### config.mk
export PLATFORM = sky130hd
export DESIGN_NAME = hiccup_ss_seq
export DESIGN_NICKNAME = d
export VERILOG_FILES = /design/src/rtl/hss_pkg.sv /design/src/rtl/hss_level.sv /design/src/rtl/hss_fsm.sv /design/src/rtl/hss_clamp.sv /design/src/rtl/hiccup_ss_seq.sv
export SDC_FILE = /design/constraint.sdc
export NUM_CORES = 1
export LEC_CHECK = 0
export BUFFER_PORTS_ARGS = -buffer_cell sky130_fd_sc_hd__buf_2
export CAP_MARGIN = 30
export CORE_MARGIN = 3
export CORE_UTILIZATION = 40
export DETAILED_ROUTE_END_ITERATION = 12
export PLACE_DENSITY_LB_ADDON = 0.08
export SETUP_SLACK_MARGIN = 0.15
export SLEW_MARGIN = 20
export SYNTH_ARGS = -nofsm -noshare
export SYNTH_HDL_FRONTEND = slang
export SYNTH_HIERARCHICAL = 1
export SYNTH_SLANG_ARGS = --single-unit
### constraint.sdc
create_clock -name clk -period 2.2 [get_ports clk]
set_input_delay 0.33 -clock clk [delete_from_list [all_inputs] [get_ports clk]]
set_output_delay 0.33 -clock clk [all_outputs]
set_load 0.1 [all_outputs]
### src/rtl/hss_pkg.sv
package hss_pkg;
   typedef enum logic [2:0] {
      HS_LOCKOUT = 3'd0,
      HS_CHARGE  = 3'd1,
      HS_RUN     = 3'd2,
      HS_FLT_CHG = 3'd3,
      HS_DISCH   = 3'd4,
      HS_WAIT    = 3'd5
   } hs_state_t;

   function automatic logic hs_is_fault(hs_state_t s);
      return (s == HS_FLT_CHG) || (s == HS_DISCH) || (s == HS_WAIT);
   endfunction

   function automatic logic hs_is_drive(hs_state_t s);
      return (s == HS_CHARGE) || (s == HS_RUN);
   endfunction
endpackage

### src/rtl/hss_level.sv
module hss_level
   import hss_pkg::*;
#(
   parameter int LVL_W       = 10,
   parameter int CHG_STEP    = 9,
   parameter int DIS_STEP    = 250,
   parameter int FULL_LVL    = 900,
   parameter int RESTART_LVL = 90
) (
   input  logic             clk,
   input  logic             rst_n,
   input  logic             pwr_ok,
   input  hs_state_t        state,
   output logic [LVL_W-1:0] level,
   output logic             at_full,
   output logic             below_restart
);
   localparam logic [LVL_W-1:0] CHG_V  = LVL_W'(CHG_STEP);
   localparam logic [LVL_W-1:0] DIS_V  = LVL_W'(DIS_STEP);
   localparam logic [LVL_W-1:0] FULL_V = LVL_W'(FULL_LVL);
   localparam logic [LVL_W-1:0] RST_V  = LVL_W'(RESTART_LVL);

   logic [LVL_W:0]   up_sum;
   logic [LVL_W-1:0] up_sat;
   logic [LVL_W-1:0] dn_sat;
   logic [LVL_W-1:0] level_nx;

   assign up_sum = {1'b0, level} + {1'b0, CHG_V};

   generate
      if (FULL_LVL == (1 << LVL_W) - 1) begin : g_full_top
         // Full threshold equals full scale: detection reduces to all ones.
         assign at_full = &level;
      end else begin : g_full_cmp
         assign at_full = (level >= FULL_V);
      end
   endgenerate

   assign up_sat        = up_sum[LVL_W] ? '1 : up_sum[LVL_W-1:0];
   assign dn_sat        = (level >= DIS_V) ? (level - DIS_V) : '0;
   assign below_restart = (level < RST_V);

   always_comb begin
      level_nx = '0;
      if (pwr_ok) begin
         unique case (state)
            HS_CHARGE, HS_RUN, HS_FLT_CHG: level_nx = up_sat;
            HS_DISCH, HS_WAIT:             level_nx = dn_sat;
            default:                       level_nx = '0;
         endcase
      end
   end

   always_ff @(posedge clk or negedge rst_n) begin
      if (!rst_n) level <= '0;
      else        level <= level_nx;
   end
endmodule

### src/rtl/hss_fsm.sv
module hss_fsm
   import hss_pkg::*;
(
   input  logic      clk,
   input  logic      rst_n,
   input  logic      pwr_ok,
   input  logic      ocp,
   input  logic      at_full,
   input  logic      below_restart,
   output hs_state_t state
);
   hs_state_t state_nx;

   always_comb begin
      state_nx = state;
      if (!pwr_ok) begin
         state_nx = HS_LOCKOUT;
      end else begin
         unique case (state)
            HS_LOCKOUT: state_nx = HS_CHARGE;
            HS_CHARGE: begin
               if (ocp)          state_nx = HS_FLT_CHG;
               else if (at_full) state_nx = HS_RUN;
            end
            HS_RUN:     if (ocp) state_nx = HS_DISCH;
            HS_FLT_CHG: if (at_full) state_nx = HS_DISCH;
            HS_DISCH: begin
               if (below_restart) state_nx = ocp ? HS_WAIT : HS_CHARGE;
            end
            HS_WAIT:    if (!ocp) state_nx = HS_CHARGE;
            default:    state_nx = HS_LOCKOUT;
         endcase
      end
   end

   always_ff @(posedge clk or negedge rst_n) begin
      if (!rst_n) state <= HS_LOCKOUT;
      else        state <= state_nx;
   end
endmodule

### src/rtl/hss_clamp.sv
module hss_clamp
   import hss_pkg::*;
#(
   parameter int LVL_W    = 10,
   parameter bit OCP_FAST = 1'b1
) (
   input  hs_state_t        state,
   input  logic             ocp,
   input  logic [LVL_W-1:0] level,
   input  logic [LVL_W-1:0] req,
   output logic [LVL_W-1:0] duty
);
   logic [LVL_W-1:0] lim;
   logic             pass;

   assign lim = (req < level) ? req : level;

   generate
      if (OCP_FAST) begin : g_fast_blank
         assign pass = hs_is_drive(state) && !ocp;
      end else begin : g_latched_blank
         assign pass = hs_is_drive(state);
      end
   endgenerate

   assign duty = pass ? lim : '0;
endmodule

### src/rtl/hiccup_ss_seq.sv
module hiccup_ss_seq
   import hss_pkg::*;
#(
   parameter int LVL_W       = 10,
   parameter int CHG_STEP    = 9,
   parameter int DIS_STEP    = 250,
   parameter int FULL_LVL    = 900,
   parameter int RESTART_LVL = 90,
   parameter bit OCP_FAST    = 1'b1
) (
   input  logic             clk,
   input  logic             rst_n,
   input  logic             supply_ok,
   input  logic             vref_ok,
   input  logic             ocp_flag,
   input  logic [LVL_W-1:0] duty_req,
   output logic [LVL_W-1:0] duty_out,
   output logic             fault_latch,
   output logic [LVL_W-1:0] ss_level,
   output logic [2:0]       state_o
);
   localparam int LVL_TOP = (1 << LVL_W) - 1;

   generate
      if (LVL_W < 2 || LVL_W > 24) begin : g_bad_width
         $error("hiccup_ss_seq: LVL_W out of range");
      end
      if (CHG_STEP < 1 || CHG_STEP > LVL_TOP) begin : g_bad_chg
         $error("hiccup_ss_seq: CHG_STEP out of range");
      end
      if (DIS_STEP <= CHG_STEP || DIS_STEP > LVL_TOP) begin : g_bad_dis
         $error("hiccup_ss_seq: DIS_STEP must exceed CHG_STEP and fit");
      end
      if (FULL_LVL > LVL_TOP || RESTART_LVL < 1 || RESTART_LVL >= FULL_LVL) begin : g_bad_thr
         $error("hiccup_ss_seq: thresholds must satisfy 0 < RESTART < FULL <= top");
      end
   endgenerate

   logic      pwr_ok;
   logic      at_full;
   logic      below_restart;
   hs_state_t state;

   assign pwr_ok = supply_ok & vref_ok;

   hss_fsm u_fsm (
      .clk           (clk),
      .rst_n         (rst_n),
      .pwr_ok        (pwr_ok),
      .ocp           (ocp_flag),
      .at_full       (at_full),
      .below_restart (below_restart),
      .state         (state)
   );

   hss_level #(
      .LVL_W       (LVL_W),
      .CHG_STEP    (CHG_STEP),
      .DIS_STEP    (DIS_STEP),
      .FULL_LVL    (FULL_LVL),
      .RESTART_LVL (RESTART_LVL)
   ) u_level (
      .clk           (clk),
      .rst_n         (rst_n),
      .pwr_ok        (pwr_ok),
      .state         (state),
      .level         (ss_level),
      .at_full       (at_full),
      .below_restart (below_restart)
   );

   hss_clamp #(
      .LVL_W    (LVL_W),
      .OCP_FAST (OCP_FAST)
   ) u_clamp (
      .state (state),
      .ocp   (ocp_flag),
      .level (ss_level),
      .req   (duty_req),
      .duty  (duty_out)
   );

   assign fault_latch = hs_is_fault(state);
   assign state_o     = state;
endmodule

==> run metrics, run 1 <==
yosys warns 6; # setup viols final 10; First DRT Iteration DRCs 50; CTS tree yes; share of layout cells above drive strength 1 0.533; Clk pin slew, worst setup/hold paths ~60 ps; initial antenna violation count 0; Total Routing Usage GR 0.204; commonest non-fill, non-tap cell in the layout buf_2; hpwl dp roughly 3800 µm; nature of the critical path startpoint flip-flop; Worst Hold Class in -> reg; Final Slew Violations 0; TNS Setup -4020 ps; Synth Register Bits 13; CORE AREA 0.00377 mm²; maximum vdd drop 0.404 mV; clk root buf clkbuf_8; Synth area leader dfrtp_1; final setup margin -418 ps; kind of critical path reg -> out; die width 69.3 µm; vias around 1800; post-route ant nets 0; # DRC 0; FP Rows 22; fin nets 289; synth-to-layout area growth 62.3%; Synth Cell Area around 0.0016 mm²; router iterations before antenna repair 5; H-tree levels 1; GPL Wtd Cong roughly 0.9; Finished Cell Area between 0.002 and 0.003 mm²; ys async rst share 1.00; I/O Buffers 38; critical path required time 1870 ps; Crit. End Element output pin; Leakage 0.931 nW; CP Max Fanout 6; Max Root-Sink Buffers 2; failing checks negative setup slack; Avg WL per Cell 16.5 µm; Mapped Nets around 230; synth unique cells 55; Worst EP arrival between 2000 and 2500 ps; die height 69.3 µm; ys flop type dfrtp_1; ant diodes 0; fill count about 280; pin count of the biggest net entering global routing 15; via/cell ratio 5.80; Final min period 2620 ps; area share of the largest cell type after synthesis 0.203; Seq/Total Area, Yosys 0.203; clock skew 1.80 ps; Max Fclk between 300 and 400 MHz; Starting Density 0.425; gr ovfl total 0; Cell Area, Placed approximately 0.0023 mm²; pre-CTS WS -217 ps; most frequent cells in the layout buf_2, buf_4, inv_1; Post-Syn Instances 199; crit share post-route 1.19; io pins 39; clock latency on the worst-skew pair about 240 ps; die area 0.00480 mm²; CP Cell Sequence inv_4 > ha_4 > nand4_1 > a211oi_2 > buf_4 > nor3_4 > buf_6 > nand3_4 > a21boi_4 > buf_12; filler-free cell count of the finished design a little over 300; clk sink count 13; final wirelength about 5100 µm; top cells by area, synth dfrtp_1, ha_1, nand3_1; endpoints failing hold 0; global-route wire length before repair roughly 8200 µm; Crit-path slowest cell dfrtp_4; RSZ-0062 raised after global routing yes; vias in the first global route 1752; Max-cap violations 0; Post-Place Cells 300; Avg Inst Size Synth 8.05 µm²; Slew Limit Headroom 0.656; CP peak stage delay slightly below 500 ps; Slew @ Worst Pin 503 ps; status finished, violations left; CTS Buf Count 3; cell area power density 404 mW/mm²; total power about 0.0010 W; Post-synth EDFFs 0
-- logic make-up (layout without fill, tap and decap cells) --
| group | after synthesis | after routing | synth area share |
|---|---|---|---|
| compound gates | 69 | 69 | 0.315 |
| simple gates | 67 | 67 | 0.236 |
| buf+inv | 26 | 86 | 0.0789 |
| fa+ha+maj | 14 | 14 | 0.109 |
| flops | 13 | 13 | 0.203 |
| xor+xnor | 6 | 6 | 0.0328 |
| mux | 4 | 4 | 0.0250 |
-- metrics by stage --
step,hold slack [ps],util
2_1_floorplan,34.4,-
3_3_place_gp,228,0.612
3_5_place_dp,232,0.612
4_1_cts,474,0.644
5_1_grt,503,0.689
6_report,474,0.689
-- path summary, 6_finish.rpt --
check,startpoint,endpoint,slack (ps),depth (start not counted)
max in group asynchronous,rst_n,u_level/level[5]$_DFF_PN0_,1430,2
setup / recovery,u_level/level[8]$_DFF_PN0_,duty_out[2],-420,10
setup reg to reg,u_level/level[1]$_DFF_PN0_,u_level/level[3]$_DFF_PN0_,300,6
min in group asynchronous,rst_n,u_level/level[9]$_DFF_PN0_,520,2
hold / removal,ocp_flag,u_fsm/state[1]$_DFFE_PN0P_,470,3
hold reg to reg,u_fsm/state[1]$_DFFE_PN0P_,u_fsm/state[1]$_DFFE_PN0P_,680,2
-- flip-flops by register name, summed over array words and instances (netlist names) --
signal and count:
u_fsm/state 3, u_level/level 10
-- per-layer routing --
metal  wire length [µm]  vias up  global-route usage
met2               2610       70               0.359
met1               2150      851               0.261
met4                 93        0              0.0607
met5                  0        -                   0
met3                225       11              0.0188
li1                   -      849                   -
-- synthesized netlist by cell type (2+ instances only) --
library cell   n
nor2_1        11
buf_4          3
o211ai_1       2
buf_2          2
buf_6          2
o21a_1         2
xnor2_1        3
mux2i_1        4
or3_1          2
dfrtp_1       13
o21ai_0       12
nand2b_1       6
a21oi_1        7
o22ai_1        2
inv_1         17
o21ai_1       13
nand3b_1       2
a21boi_1      10
nand2_1       10
nand3_1       16
ha_1          14
xor2_1         3
a211oi_2       3
nor3b_1        2
nor3_1         8
-- power breakdown --
part	leakage (nW)	total, W	internal (W)	switching [W]
clock network	0.0255	0.000214	0.000125	0.0000890
logic	0.750	0.000561	0.000188	0.000373
registers	0.156	0.000274	0.000262	0.0000116
-- layout make-up --
type	count	area, µm²	area share
clock buffer	3	41.3	0.0159
clock inverter	1	5.00	0.00193
inverter	18	75.1	0.0289
multi-input combinational	160	1480	0.570
sequential	13	362	0.139
tap	48	60.1	0.0231
timing repair buffer	64	576	0.221
-- what timing repair did --
action	in CTS	in global routing
cloned	0	1
buffers inserted	1	0
resized for setup	13	25
setup endpoints to repair	10	10
hold endpoints to repair	13	0
hold buffers	1	0
pin swaps	1	18
-- worst max-delay path, delay by kind of cell, from the launching register on --
kind                       cells  cell delay [ps]
buffers and inverters          4              600
DFF                            1              490
adders and majority gates      1              190
and+or+nand+nor                3              500
AOI/OAI and AO/OA              2              260
No activity file was read; power rests on OpenSTA's default activity.
==> run 2: changes to the inputs <==
==> constraint.sdc (replaced) <==
create_clock -name clk -period 2.2 [get_ports clk]
set_input_delay 0.44 -clock clk [delete_from_list [all_inputs] [get_ports clk]]
set_output_delay 0.44 -clock clk [all_outputs]
set_load 0.1 [all_outputs]
==> run metrics, run 2 (synthesis results as in run 1) <==
clock skew 3.40 ps (was 1.80 ps); failing checks negative setup slack (unchanged); # setup viols final 10 (unchanged); Slew @ Worst Pin 537 ps (was 503 ps); CTS tree yes (unchanged); final setup margin -508 ps (was -418 ps); Max Root-Sink Buffers 2 (unchanged); die width 69.3 µm (unchanged); kind of critical path reg -> out (unchanged); synth-to-layout area growth 57.0% (was 62.3%); Max-cap violations 0 (unchanged); Crit. End Element output pin (unchanged); maximum vdd drop 0.311 mV (was 0.404 mV); Avg WL per Cell 16.0 µm (was 16.5 µm); hpwl dp 3840 µm (was 3820 µm); via/cell ratio 5.70 (was 5.80); vias 1749 (was 1781); GPL Wtd Cong 0.946 (was 0.923); Slew Limit Headroom 0.633 (was 0.656); final core utilization 0.667 (was 0.689); critical path required time 1760 ps (was 1870 ps); initial antenna violation count 0 (unchanged); Routed met2 length 2450 µm (was 2610 µm); ant diodes 0 (unchanged); Total Routing Usage GR 0.202 (was 0.204); Starting Density 0.425 (unchanged); flop-to-flop setup slack 280 ps (was 300 ps); CP Max Fanout 6 (unchanged); status finished, violations left (unchanged); post-route ant nets 0 (unchanged); clk sink count 13 (unchanged); metal1 wirelength 2180 µm (was 2150 µm); FF-to-FF path depth 7 (was 6); H-tree levels 1 (unchanged); First DRT Iteration DRCs 81 (was 50); # Post-CTS Setup Buffers 0 (was 1); FP Rows 22 (unchanged); endpoints failing hold 0 (unchanged); CORE AREA 0.00377 mm² (unchanged); router iterations before antenna repair 4 (was 5); final wirelength 4910 µm (was 5080 µm); die area 0.00480 mm² (unchanged); # DRC 0 (unchanged); I/O Buffers 38 (unchanged); share of layout cells above drive strength 1 0.510 (was 0.533); Hold-fix buffers, CTS 0 (was 1); Max Fclk 369 MHz (was 382 MHz); CTS Buf Count 3 (unchanged); nature of the critical path startpoint flip-flop (unchanged); io pins 39 (unchanged); most frequent cells in the layout buf_2, buf_4, inv_1 (unchanged); Final min period 2710 ps (was 2620 ps); cell area power density 413 mW/mm² (was 404 mW/mm²); clk root buf clkbuf_8 (unchanged); Top Registers u_level/level: 10 flops, u_fsm/state: 3 flops (unchanged); commonest non-fill, non-tap cell in the layout buf_2 (unchanged); die height 69.3 µm (unchanged); Clk pin slew, worst setup/hold paths 60 ps (about the same); max reg flops 10 (unchanged); Worst Hold Class in -> async (was in -> reg); Biggest register u_level/level (unchanged); clock latency on the worst-skew pair 240 ps (about the same); global-route wire length before repair 8180 µm (about the same); vias in the first global route 1672 (was 1752); crit share post-route 1.23 (was 1.19); RR Startpoint u_level/level[1]$_DFF_PN0_ (unchanged); RSZ-0062 raised after global routing yes (unchanged); wire length on met3 213 µm (was 225 µm); fin nets 289 (unchanged); Worst EP arrival 2270 ps (was 2290 ps); Leakage 0.922 nW (was 0.931 nW); Final Slew Violations 0 (unchanged); RR Endpoint u_level/level[3]$_DFF_PN0_ (unchanged); pin count of the biggest net entering global routing 15 (unchanged); uppermost layer routed met4 (unchanged); Min Hold Slack 73.3 ps (was 474 ps); gr ovfl total 0 (unchanged)
run 2: changes by cell type in the layout (fill, tap and decap cells not counted), sizes merged:
| cell | previous run | this run |
|---|---|---|
| clkbuf | 4 | 3 |
| dlygate4sd3 | 1 | 0 |
| buf | 62 | 64 |
run 2: area by class of cell:
cell class | instances | area [µm²]
repair buffers | 64 | 568
flip-flops and latches | 13 | 362
clock buffers | 3 | 41.3
multi-input cells | 160 | 1410
well taps | 48 | 60.1
fillers | 301 | 1260
clock inverters | 1 | 5.00
inverters | 18 | 70.1
run 2: worst max-delay path: stages, from the launching register on:
cell and delay [ps]:
dfrtp_4 470, inv_2 80, ha_4 210, a21oi_2 150, a211oi_2 100, buf_4 150, nor3_4 200, buf_6 160
nand3_1 130, a21boi_4 180, buf_12 190
run 2: where the power goes:
part           switching (W)  leakage, nW  total [W]  internal, W
registers          0.0000113        0.156   0.000273     0.000262
logic               0.000370        0.741   0.000553     0.000183
clock network      0.0000880       0.0255   0.000213     0.000125
total               0.000469        0.922    0.00104     0.000571
run 2: how the worst max path moves through the flow:
stage | from | endpoint | slack [ps] | depth (start not counted)
floorplan | u_level/level[7]$_DFF_PN0_ | duty_out[0] | -680 | 8
global placement | duty_req[4] | duty_out[0] | -360 | 8
detailed placement | duty_req[8] | duty_out[3] | -410 | 8
CTS | u_level/level[4]$_DFF_PN0_ | duty_out[6] | -500 | 10
global route | u_level/level[4]$_DFF_PN0_ | duty_out[1] | -590 | 10
finish | u_level/level[4]$_DFF_PN0_ | duty_out[5] | -510 | 10
run 2: timing repair:
item,in CTS,in global routing
resized for setup,7,17
setup endpoints to repair,10,10
pin swaps,3,11
run 2: stage by stage:
step                      setup WS, ps  cells  TNS [ps]  power, W  instance area, µm²
after CTS                         -499    307     -4790   0.00101                2430
after global placement            -362    303     -3470  0.000770                2340
after global routing              -592    307     -5640   0.00110                2510
after detailed placement          -409    303     -3960  0.000786                2340
after floorplan                   -676    199     -6590  0.000646                1780
final                             -508    307     -4760   0.00104                2510
run 2: routing by layer:
layer | track usage | vias to the layer above
met1 | 0.270 | 832
met4 | 0.0672 | 0
met2 | 0.338 | 56
met3 | 0.0217 | 8
met5 | 0 | -
li1 | - | 853
==> run 3: changes to the inputs <==
--- a/config.mk
+++ b/config.mk
@@ -10,7 +10,7 @@
 export CORE_MARGIN = 3
 export CORE_UTILIZATION = 40
 export DETAILED_ROUTE_END_ITERATION = 12
-export PLACE_DENSITY_LB_ADDON = 0.08
+export PLACE_DENSITY = 0.62
 export SETUP_SLACK_MARGIN = 0.15
 export SLEW_MARGIN = 20
 export SYNTH_ARGS = -nofsm -noshare
==> run metrics, run 3 (synthesis results as in run 1) <==
share of layout cells above drive strength 1 0.482 (was 0.510); clk sink count 13 (unchanged); Slew @ Worst Pin 487 ps (was 537 ps); I/O Buffers 38 (unchanged); via/cell ratio 5.49 (was 5.70); die width 69.3 µm (unchanged); status finished, violations left (unchanged); Finished Cell Area 0.00243 mm² (was 0.00251 mm²); flop-to-flop setup slack 310 ps (was 280 ps); # Post-CTS Setup Buffers 0 (unchanged); Max Fclk 378 MHz (was 369 MHz); Leakage 0.893 nW (was 0.922 nW); Min Hold Slack 75.8 ps (was 73.3 ps); commonest non-fill, non-tap cell in the layout buf_2 (unchanged); cell area power density 423 mW/mm² (was 413 mW/mm²); final wirelength 4410 µm (was 4910 µm); ant diodes 0 (unchanged); vias 1674 (was 1749); vias in the first global route 1613 (was 1672); RSZ-0062 raised after global routing yes (unchanged); initial antenna violation count 0 (unchanged); Reg area 362 µm² (unchanged); router iterations before antenna repair 4 (unchanged); # setup viols final 10 (unchanged); Max-cap violations 0 (unchanged); kind of critical path reg -> out (unchanged); failing checks negative setup slack (unchanged); CP Capture Point duty_out[1] (was duty_out[5]); Slew Limit Headroom 0.677 (was 0.633); Max Root-Sink Buffers 2 (unchanged); most frequent cells in the layout buf_2, buf_4, nand3_1 (was buf_2, buf_4, inv_1); CTS Buf Count 3 (unchanged); Top Registers u_level/level: 10 flops, u_fsm/state: 3 flops (unchanged); clock skew 1.89 ps (was 3.40 ps); RR Endpoint u_level/level[8]$_DFF_PN0_ (was u_level/level[3]$_DFF_PN0_); max reg flops 10 (unchanged); Setup crit start u_level/level[7]$_DFF_PN0_ (was u_level/level[4]$_DFF_PN0_); CTS tree yes (unchanged); fin nets 287 (was 289); crit share post-route 1.20 (was 1.23); Worst Hold Class in -> async (unchanged); Total Routing Usage GR 0.186 (was 0.202); endpoints failing hold 0 (unchanged); Clk pin slew, worst setup/hold paths 60 ps (about the same); Starting Density 0.425 (unchanged); pin count of the biggest net entering global routing 15 (unchanged); global-route wire length before repair 7490 µm (was 8180 µm); GPL Wtd Cong 0.894 (was 0.946); # DRC 0 (unchanged); First DRT Iteration DRCs 84 (was 81); Avg WL per Cell 14.5 µm (was 16.0 µm); pre-CTS WS -455 ps (was -409 ps); area of the multi-input gates 0.00136 mm² (was 0.00141 mm²); CP Max Fanout 10 (was 6); post-route ant nets 0 (unchanged); die height 69.3 µm (unchanged); Biggest register u_level/level (unchanged); io pins 39 (unchanged); Worst EP arrival 2210 ps (was 2270 ps); Final min period 2650 ps (was 2710 ps); RR Startpoint u_level/level[2]$_DFF_PN0_ (was u_level/level[1]$_DFF_PN0_); maximum vdd drop 0.284 mV (was 0.311 mV); clk root buf clkbuf_8 (unchanged); synth-to-layout area growth 52.0% (was 57.0%); clock latency on the worst-skew pair 250 ps (was 240 ps); CORE AREA 0.00377 mm² (unchanged); Crit. End Element output pin (unchanged); FF-to-FF path depth 7 (unchanged); nature of the critical path startpoint flip-flop (unchanged); Cell Area, Placed 0.00232 mm² (was 0.00234 mm²); die area 0.00480 mm² (unchanged); final setup margin -446 ps (was -508 ps); hpwl dp 3550 µm (was 3840 µm); gr ovfl total 0 (unchanged); Final Slew Violations 0 (unchanged); fill count 314 (was 301); H-tree levels 1 (unchanged); FP Rows 22 (unchanged); critical path required time 1760 ps (about the same)
## run 3: through the flow
stage               TNS [ps]  power [W]   util  instances
global placement       -3870   0.000779  0.614        301
detailed placement     -4050   0.000781  0.614        301
CTS                    -4590    0.00102  0.639        305
finish                 -4320    0.00103  0.645        305
floorplan              -6590   0.000646      -        199
global route           -5230    0.00109  0.645        305
## run 3: layout make-up
class / instances / share of cell area
inverter: 18 / 0.0278
sequential: 13 / 0.149
tap: 48 / 0.0247
timing repair buffer: 62 / 0.221
multi-input combinational: 160 / 0.560
clock buffer: 4 / 0.0185
## run 3: power breakdown
part           total (W)  internal [W]  switching [W]
sequential      0.000273      0.000262      0.0000110
clock           0.000222      0.000128      0.0000940
combinational   0.000535      0.000175       0.000360
total            0.00103      0.000565       0.000465
## run 3: timing repair
| action | CTS | global route |
|---|---|---|
| hold buffers | 0 | 0 |
| pin swaps | 1 | 1 |
| endpoints found under the setup margin | 10 | 11 |
| gates resized for setup | 12 | 5 |
## run 3: metal layers
layer | GRT usage | up-vias | wire length (µm) | part of all wire
li1 | - | 845 | - | -
met1 | 0.254 | 779 | 2060 | 0.47
met2 | 0.314 | 46 | 2140 | 0.48
met3 | 0.0304 | 4 | 204 | 0.046
met4 | 0.0282 | 0 | 12 | 0.0027
met5 | 0 | - | 0 | 0
## run 3: worst min path at each step
stage,slack (ps),from,end
floorplan,140,rst_n,u_fsm/state[0]$_DFFE_PN0P_
finish,80,rst_n,u_level/level[1]$_DFF_PN0_
detailed placement,360,rst_n,u_level/level[1]$_DFF_PN0_
global route,90,rst_n,u_level/level[1]$_DFF_PN0_
CTS,90,rst_n,u_level/level[1]$_DFF_PN0_
global placement,350,rst_n,u_level/level[1]$_DFF_PN0_
## run 3: worst max-delay path: stages, from the launching register on
cell and delay [ps]:
dfrtp_4 470, inv_2 70, ha_4 200, a211oi_2 170
nor2_1 110, or3_4 480, o21ai_2 200, a21boi_4 80
buf_12 160
